===== src/rtl/dsm_pkg.sv =====
package dsm_pkg;

    typedef enum logic [1:0] {
        RX_IGNORE = 2'd0,
        RX_REPORT = 2'd1,
        RX_SHUT   = 2'd2
    } react_e;

    // Nominal blanking lengths in ns, scaled to cycles of a clk_khz clock.
    function automatic int blank_cycles(input logic [1:0] code, input int clk_khz);
        int ns;
        case (code)
            2'd0:    ns = 6800;
            2'd1:    ns = 3400;
            2'd2:    ns = 1700;
            default: ns = 800;
        endcase
        return (ns * clk_khz) / 1000000;
    endfunction

    function automatic react_e react_mode(input logic chk, input logic shut);
        if (!chk)
            return RX_IGNORE;
        return shut ? RX_SHUT : RX_REPORT;
    endfunction

endpackage


===== src/rtl/dsm_sync.sv =====
module dsm_sync #(
    parameter int W = 6
) (
    input  logic         clk,
    input  logic         rst,
    input  logic [W-1:0] d,
    output logic [W-1:0] q
);
    logic [W-1:0] s1;

    always_ff @(posedge clk) begin
        if (rst) begin
            s1 <= '0;
            q  <= '0;
        end else begin
            s1 <= d;
            q  <= s1;
        end
    end
endmodule


===== src/rtl/dsm_blank_timer.sv =====
module dsm_blank_timer #(
    parameter int CW = 8
) (
    input  logic          clk,
    input  logic          rst,
    input  logic          live,
    input  logic [CW-1:0] lim,
    output logic          armed
);
    logic [CW-1:0] cnt;

    always_ff @(posedge clk) begin
        if (rst || !live)
            cnt <= '0;
        else if (cnt < lim)
            cnt <= cnt + 1'b1;
    end

    assign armed = live && (cnt >= lim);
endmodule


===== src/rtl/dsm_fault_ctl.sv =====
module dsm_fault_ctl
    import dsm_pkg::*;
#(
    parameter int NSW = 6
) (
    input  logic           clk,
    input  logic           rst,
    input  logic [NSW-1:0] armed,
    input  logic [NSW-1:0] flag_s,
    input  logic           chk_en,
    input  logic           shut_en,
    input  logic           dis_ack,
    output logic [NSW-1:0] err,
    output logic           evt,
    output logic           off
);
    react_e         mode;
    logic [NSW-1:0] err_nx;
    logic           trip;

    always_comb begin
        mode   = react_mode(chk_en, shut_en);
        err_nx = (mode == RX_IGNORE) ? '0 : (armed & flag_s);
        trip   = (mode == RX_SHUT) && (|err_nx);
    end

    always_ff @(posedge clk) begin
        if (rst) begin
            err <= '0;
            evt <= 1'b0;
            off <= 1'b0;
        end else begin
            err <= err_nx;
            evt <= |(err_nx & ~err);
            off <= trip || (off && !dis_ack);
        end
    end
endmodule


===== src/rtl/dsm_monitor.sv =====
module dsm_monitor
    import dsm_pkg::*;
#(
    parameter int NSW     = 6,
    parameter int CLK_KHZ = 20000
) (
    input  logic           clk,
    input  logic           rst,
    input  logic [NSW-1:0] gate_live,
    input  logic [NSW-1:0] vds_hi,
    input  logic [1:0]     blank_sel,
    input  logic           chk_en,
    input  logic           shut_en,
    input  logic           dis_ack,
    output logic [NSW-1:0] vds_err,
    output logic           err_evt,
    output logic           bridge_off
);
    localparam int MAX_BL = blank_cycles(2'd0, CLK_KHZ);
    localparam int CW     = $clog2(MAX_BL + 1) + 1;

    logic [NSW-1:0] flag_s;
    logic [NSW-1:0] armed;
    logic [CW-1:0]  lim;

    assign lim = CW'(blank_cycles(blank_sel, CLK_KHZ));

    dsm_sync #(.W(NSW)) u_sync (
        .clk (clk),
        .rst (rst),
        .d   (vds_hi),
        .q   (flag_s)
    );

    for (genvar i = 0; i < NSW; i++) begin : g_sw
        dsm_blank_timer #(.CW(CW)) u_tmr (
            .clk   (clk),
            .rst   (rst),
            .live  (gate_live[i]),
            .lim   (lim),
            .armed (armed[i])
        );
    end

    dsm_fault_ctl #(.NSW(NSW)) u_ctl (
        .clk     (clk),
        .rst     (rst),
        .armed   (armed),
        .flag_s  (flag_s),
        .chk_en  (chk_en),
        .shut_en (shut_en),
        .dis_ack (dis_ack),
        .err     (vds_err),
        .evt     (err_evt),
        .off     (bridge_off)
    );
endmodule


===== config.mk =====
export PLATFORM = sky130hd
export DESIGN_NAME = dsm_monitor
export DESIGN_NICKNAME = d
export VERILOG_FILES = /design/src/rtl/dsm_pkg.sv /design/src/rtl/dsm_sync.sv /design/src/rtl/dsm_blank_timer.sv /design/src/rtl/dsm_fault_ctl.sv /design/src/rtl/dsm_monitor.sv
export SDC_FILE = /design/constraint.sdc
export NUM_CORES = 1
export LEC_CHECK = 0
export BUFFER_PORTS_ARGS = -buffer_cell sky130_fd_sc_hd__buf_2
export CORE_MARGIN = 2
export CORE_UTILIZATION = 35
export DETAILED_ROUTE_END_ITERATION = 6
export RECOVER_POWER = 100
export SYNTH_ARGS = -nofsm -noshare
export SYNTH_HDL_FRONTEND = slang
export SYNTH_SLANG_ARGS = --single-unit

===== constraint.sdc =====
create_clock -name clk -period 10.25 [get_ports clk]
set_clock_uncertainty 0.15 [all_clocks]
set_input_delay 0.5125 -clock clk [delete_from_list [all_inputs] [get_ports clk]]
set_output_delay 0.5125 -clock clk [all_outputs]
set_load 0.02 [all_outputs]

* After elaboration in Yosys (flattened, before gate mapping) *
Cells that the tools add are included.

operators by class
  add/subtract/negate cells = 6
  $mul = 1
  divide/modulo/power cells = 1
  order comparisons = 12
  equality and inequality tests = 3
  multiplexer cells = 4
  bitwise gates (word level) = 3
  reductions and logical operators = 26

operators by type and width
  operator                number
  $add 9x1->9 const B     6
  $ge 9x9->1              6
  $lt 9x9->1              6
  $pmux 13 s3             1
  $div 32x21->32 const B  1
  $mul 32x11->27 const B  1
  $and 6x6->6             2
  $reduce_or 6->1         2
  $logic_and 1x1->1       8
  $logic_not 1->1         7
  $logic_or 1x1->1        7
  $mux 6                  1
  $not 6->6               1
  $eq 2x2->1 const B      2
  $logic_not 2->1         2
  $mux 2                  2
  $eq 2x1->1 const B      1

storage, ports and cells
  flip-flop bits (word level) = 74
  output and inout bits = 8

* Depth between registers and ports, before layout *
  word-level depth = 11
  gate-level depth with buffers = 18

* Hierarchy *
Synthesis repeated with hierarchy kept, for this count alone.

unflattened totals
  cells, all modules = 661
  area, all modules = 5,542.8 um^2

by module, submodules not included
  module           instances  cells an instance  area each (um^2)
  dsm_blank_timer  6          92                 742.0
  dsm_monitor      1          50                 404.1
  dsm_sync         1          25                 366.6
  dsm_fault_ctl    1          34                 320.3

* Least setup slack after synthesis *
Ideal clock, no wire load.

  kind = in2reg
  from = input port blank_sel[0]
  to = register u_ctl.off
  arrival time = 3,921 ps
  data required time = 9,980 ps
  slack = 6,059 ps
  cell stages on the path = 17
  path buffers = 0
  path through = inv_1 ha_1 inv_1 ha_1 nor2_1 ha_1 ha_1 ha_1 a211oi_1 nor2_1 o31ai_1 ha_1 and4_1 a221o_1 o2111ai_1 nand3_1 o31a_1

between the ends
  word-level cells in the longest chain between the ends = 11

RTL lines
  what                                line                   RTL
  start, declared                     dsm_monitor.sv:11      input logic [1:0] blank_sel,
  $eq 2x2->1 (tied with other cells)  dsm_pkg.sv:12          case (code)
  $pmux 13 s3 (*)                     dsm_pkg.sv:12
  $mul 32x11->27 (*)                  dsm_pkg.sv:18          return (ns * clk_khz) / 1000000;
  $div 32x21->32 (*)                  dsm_pkg.sv:18
  $ge 9x9->1                          dsm_blank_timer.sv:19  assign armed = live && (cnt >= lim);
  $logic_and 1x1->1                   dsm_blank_timer.sv:19
  $and 6x6->6 (*)                     dsm_fault_ctl.sv:23    err_nx = (mode == RX_IGNORE) ? '0 : (armed & flag_s);
  $mux 6 (*)                          dsm_fault_ctl.sv:23
  $reduce_or 6->1 (*)                 dsm_fault_ctl.sv:24    trip = (mode == RX_SHUT) && (|err_nx);
  $logic_and 1x1->1 (*)               dsm_fault_ctl.sv:24
  $logic_or 1x1->1 (*)                dsm_fault_ctl.sv:35    off <= trip || (off && !dis_ack);
  end signal, assigned                dsm_fault_ctl.sv:35
  end, declared                       dsm_fault_ctl.sv:15    output logic off

Mark *: on every way between the ends. The rest lies on a longest branch, timed or not.
A chain may end at the register's enable or synchronous reset.

* Worst setup path in the final report *
  from = input port blank_sel[1]
  to = register g_sw[3].u_tmr.cnt[6]

between the ends
  word-level cells in the longest chain between the ends = 5

RTL lines
  what                                line                   RTL
  $eq 2x2->1 (tied with other cells)  dsm_pkg.sv:12
  $pmux 13 s3 (*)                     dsm_pkg.sv:12
  $mul 32x11->27 (*)                  dsm_pkg.sv:18
  $div 32x21->32 (*)                  dsm_pkg.sv:18
  $lt 9x9->1 (*)                      dsm_blank_timer.sv:15  else if (cnt < lim)
  end signal, assigned                dsm_blank_timer.sv:16  cnt <= cnt + 1'b1;
  end, declared                       dsm_blank_timer.sv:10  logic [CW-1:0] cnt;

Marked as above.

==> summary.md <==
| Metric | Value |
|---|---|
| Status | `finished, final reports clean` |
| Fin util | `40.11%` |
| GRT Util Overall | `15.63%` |
| Grt total ovfl | `0` |
| Critical path arrival | `5.14 ns` |
| Filler cells | `1356` |
| H-tree levels | `3` |
| Part of the cycle the worst path needs | `49.02%` |
| Post-synthesis simple-gate area fraction | `24.92%` |
| Vias post-DR | `3912` |
| Leakage | `2.150 nW` |
| Yosys top cell by area | `dfxtp_1` |
| Setup crit end kind | `flip-flop` |
| Die height | `119.6 um` |
| Crit path max fanout | `14` |
| Startpoint Class | `primary input` |
| Initial antenna violation count | `0` |
| Ys flop type | `dfxtp_1` |
| RSZ-0062 raised after global routing | `false` |
| Vias/cell | `5.244` |
| Clock root buffer master | `clkbuf_16` |
| Mux share of post-synthesis cell area | `0.6417%` |
| Netlist cell types | `52` |
| Layout Nets | `662` |
| Largest family of logic cells by synthesized area | `simple AND/OR/NAND/NOR gates` |
| Pin count of the biggest net entering global routing | `27` |
| Sw Ratio | `23.42%` |
| Internal power | `0.0005403 W` |
| Period minus WS final | `5.025 ns` |
| Synthesized flop and latch total | `74` |
| Compound-Gate Fraction of Synth Area | `12.94%` |
| Worst-Margin Slew | `1.238 ns` |
| Detailed Place HPWL | `7.871 mm` |
| Critical path class | `primary input to flip-flop` |
| Worst slew margin | `17.49%` |
| Layout cells sized above 1 | `7.368%` |
| Register area share after synthesis | `31.66%` |
| CTS tree | `yes` |
| CTS Hold Buffers Added | `0` |
| Detailed-route DRC error count | `0` |
| Post-route ant nets | `0` |
| DRT Pass-1 Iters | `5` |
| Worst-Skew Late Latency | `0.33 ns` |
| Post-Place Cells | `730` |
| Top-count cell post-synth | `ha_1` |
| Reg area | `1481 um2` |
| CTS buffer count | `9` |
| Setup TNS | `0 ns` |
| Initial DRC count | `300` |
| Mapped Cells | `536` |
| Avg Cell Area, Syn | `8.730 um2` |
| Post-synth ARST share | `0%` |
| Synth Area in Adders | `20.86%` |
| Clock slew at reported path FFs | `0.06 ns` |
| Final Max Slew Viols | `0` |
| Sequential power share | `42.0%` |
| Pwr Density | `133.9 nW/um2` |
| Pwr Total | `0.0007055 W` |
| Cts repair resizes | `0` |
| Placer Congestion | `0.8081` |
| Hold Violations, Final | `0` |
| Sw power | `0.0001653 W` |
| Layout Area Growth over Synthesis | `12.62%` |
| Die ar. | `14310 um2` |
| Final setup viols | `0` |
| Post-Synth XOR/XNOR Area | `6.176%` |
| Boundary pin count | `27` |
| # diodes | `0` |
| Hold/Removal Path Class | `primary input to flip-flop` |
| Comb pwr share | `10.0%` |
| CTS Buffer Depth | `2` |
| Max-cap violations | `0` |
| Post-synthesis net count | `633` |
| Yosys top cell area share | `31.66%` |
| Die width | `119.6 um` |
| Initial Util | `35.62%` |
| Commonest cells post-synth | `ha_1, dfxtp_1, nor2_1` |
| Area of the core | `13140 um2` |
| IR Drop Worst-Case VDD | `0.06856 mV` |
| First-pass GRT wire length | `17.90 mm` |
| Top post-synthesis cells by area | `dfxtp_1, ha_1, nor2_1` |
| Multi-input gate area | `3029 um2` |
| Post-CTS Setup Bufs | `0` |
| Synth Warn # | `0` |
| FMAX | `199.0 MHz` |
| Clk pwr share | `47.9%` |
| Site Rows | `42` |
| Worst Path Required | `10.36 ns` |
| Number of global-route vias before repair | `3778` |
| Number of flops mapped to enable cells by yosys | `0` |
| Synth Cell Area | `4679 um2` |
| Sinks on the clock net | `74` |
| Non-Filler Instances | `746` |
| Final WL | `10.46 mm` |
| WL per Instance | `14.03 um` |
| PortBufs | `26` |
## through the flow
step / area, um2 / hold slack [ns] / setup WS [ns]
global placement: 5000 / 0.2681 / 5.420
global route: 5270 / 0.2522 / 4.665
finish: 5270 / 0.2307 / 5.225
CTS: 5320 / 0.2186 / 5.643
detailed placement: 5000 / 0.2704 / 5.319
floorplan: 4679 / 0.2638 / 6.059
## flip-flops by register name, summed over array words and instances, names as in the netlist
name	flops
g_sw.u_tmr.cnt	54
u_ctl.err	6
u_ctl.evt	1
u_ctl.off	1
u_sync.q	6
u_sync.s1	6
## worst max-delay path, cell delays in order
cell and delay, ns:
clkbuf_1 0.19, inv_1 0.14, ha_1 0.26, inv_1 0.49, ha_1 0.26, nor3_1 0.05, a21oi_1 0.12, nor3_1 0.05
a311oi_1 0.21, a21oi_1 0.07, mux2i_1 0.63, ha_1 0.27, nand2b_1 0.10, a21oi_1 0.09, o41ai_1 0.91, nand2_2 0.23
or3_1 0.41, a21oi_1 0.14
## cell usage in the layout, fill, tap and decap left out, types with 3 or more instances in the layout
master / count
or3_1: 11
mux2i_1: 3
ha_1: 78
a21o_1: 4
a31o_2: 3
and2_1: 9
o21ai_0: 17
inv_1: 27
xnor2_1: 11
clkbuf_1: 11
nand3_1: 27
nand2_1: 33
nand4_1: 27
nor3_1: 6
nor2b_1: 14
buf_2: 16
o211ai_1: 5
nor2_1: 59
clkbuf_16: 9
a211oi_1: 5
a21oi_1: 36
and3_1: 9
xor2_1: 22
nand2b_1: 13
and4_1: 3
dfxtp_1: 74
## layout make-up
cell class,count,share of cell area (%)
multi-input cells,427,57.48
flip-flops and latches,74,28.11
clock buffers,11,4.606
well taps,176,4.179
repair buffers,26,2.232
inverters,27,1.923
clock inverters,5,1.472
## final timing paths
| check | from | to | slack [ns] | depth (start not counted) |
|---|---|---|---|---|
| max | blank_sel[1] | g_sw[3].u_tmr.cnt[6]$_SDFFE_PP0P_ | 5.23 | 18 |
| min | vds_hi[2] | u_sync.s1[2]$_SDFF_PP0_ | 0.23 | 2 |
| max reg2reg | g_sw[3].u_tmr.cnt[2]$_SDFFE_PP0P_ | g_sw[3].u_tmr.cnt[6]$_SDFFE_PP0P_ | 7.36 | 7 |
| min reg2reg | u_sync.s1[1]$_SDFF_PP0_ | u_sync.q[1]$_SDFF_PP0_ | 0.28 | 1 |
## routing by layer
metal | global-route usage (%) | vias to the layer above | wire length (um)
met3 | 3.897 | 12 | 346
met4 | 6.176 | 0 | 239
met2 | 26.50 | 70 | 5115
met1 | 18.98 | 1852 | 4763
li1 | - | 1978 | -
met5 | 0 | - | 0
## logic make-up after synthesis
| family | Yosys count |
|---|---|
| multiplexers | 3 |
| XOR/XNOR | 33 |
| AO/OA/AOI/OAI | 90 |
| flip-flops | 74 |
| AND/OR/NAND/NOR | 223 |
| buffers and inverters | 35 |
| adder cells (fa/ha/maj) | 78 |
## power groups by stage
stage / clock network (W) / logic (W) / registers, W
3_5_place_dp: 0 / 0.0000719 / 0.000303
2_1_floorplan: 0 / 0.0000526 / 0.000302
6_report: 0.000338 / 0.0000709 / 0.000296
4_1_cts: 0.000347 / 0.0000727 / 0.000296
5_1_grt: 0.000361 / 0.0000825 / 0.000297
3_3_place_gp: 0 / 0.0000687 / 0.000303
Power figures use the tool's default switching activity.
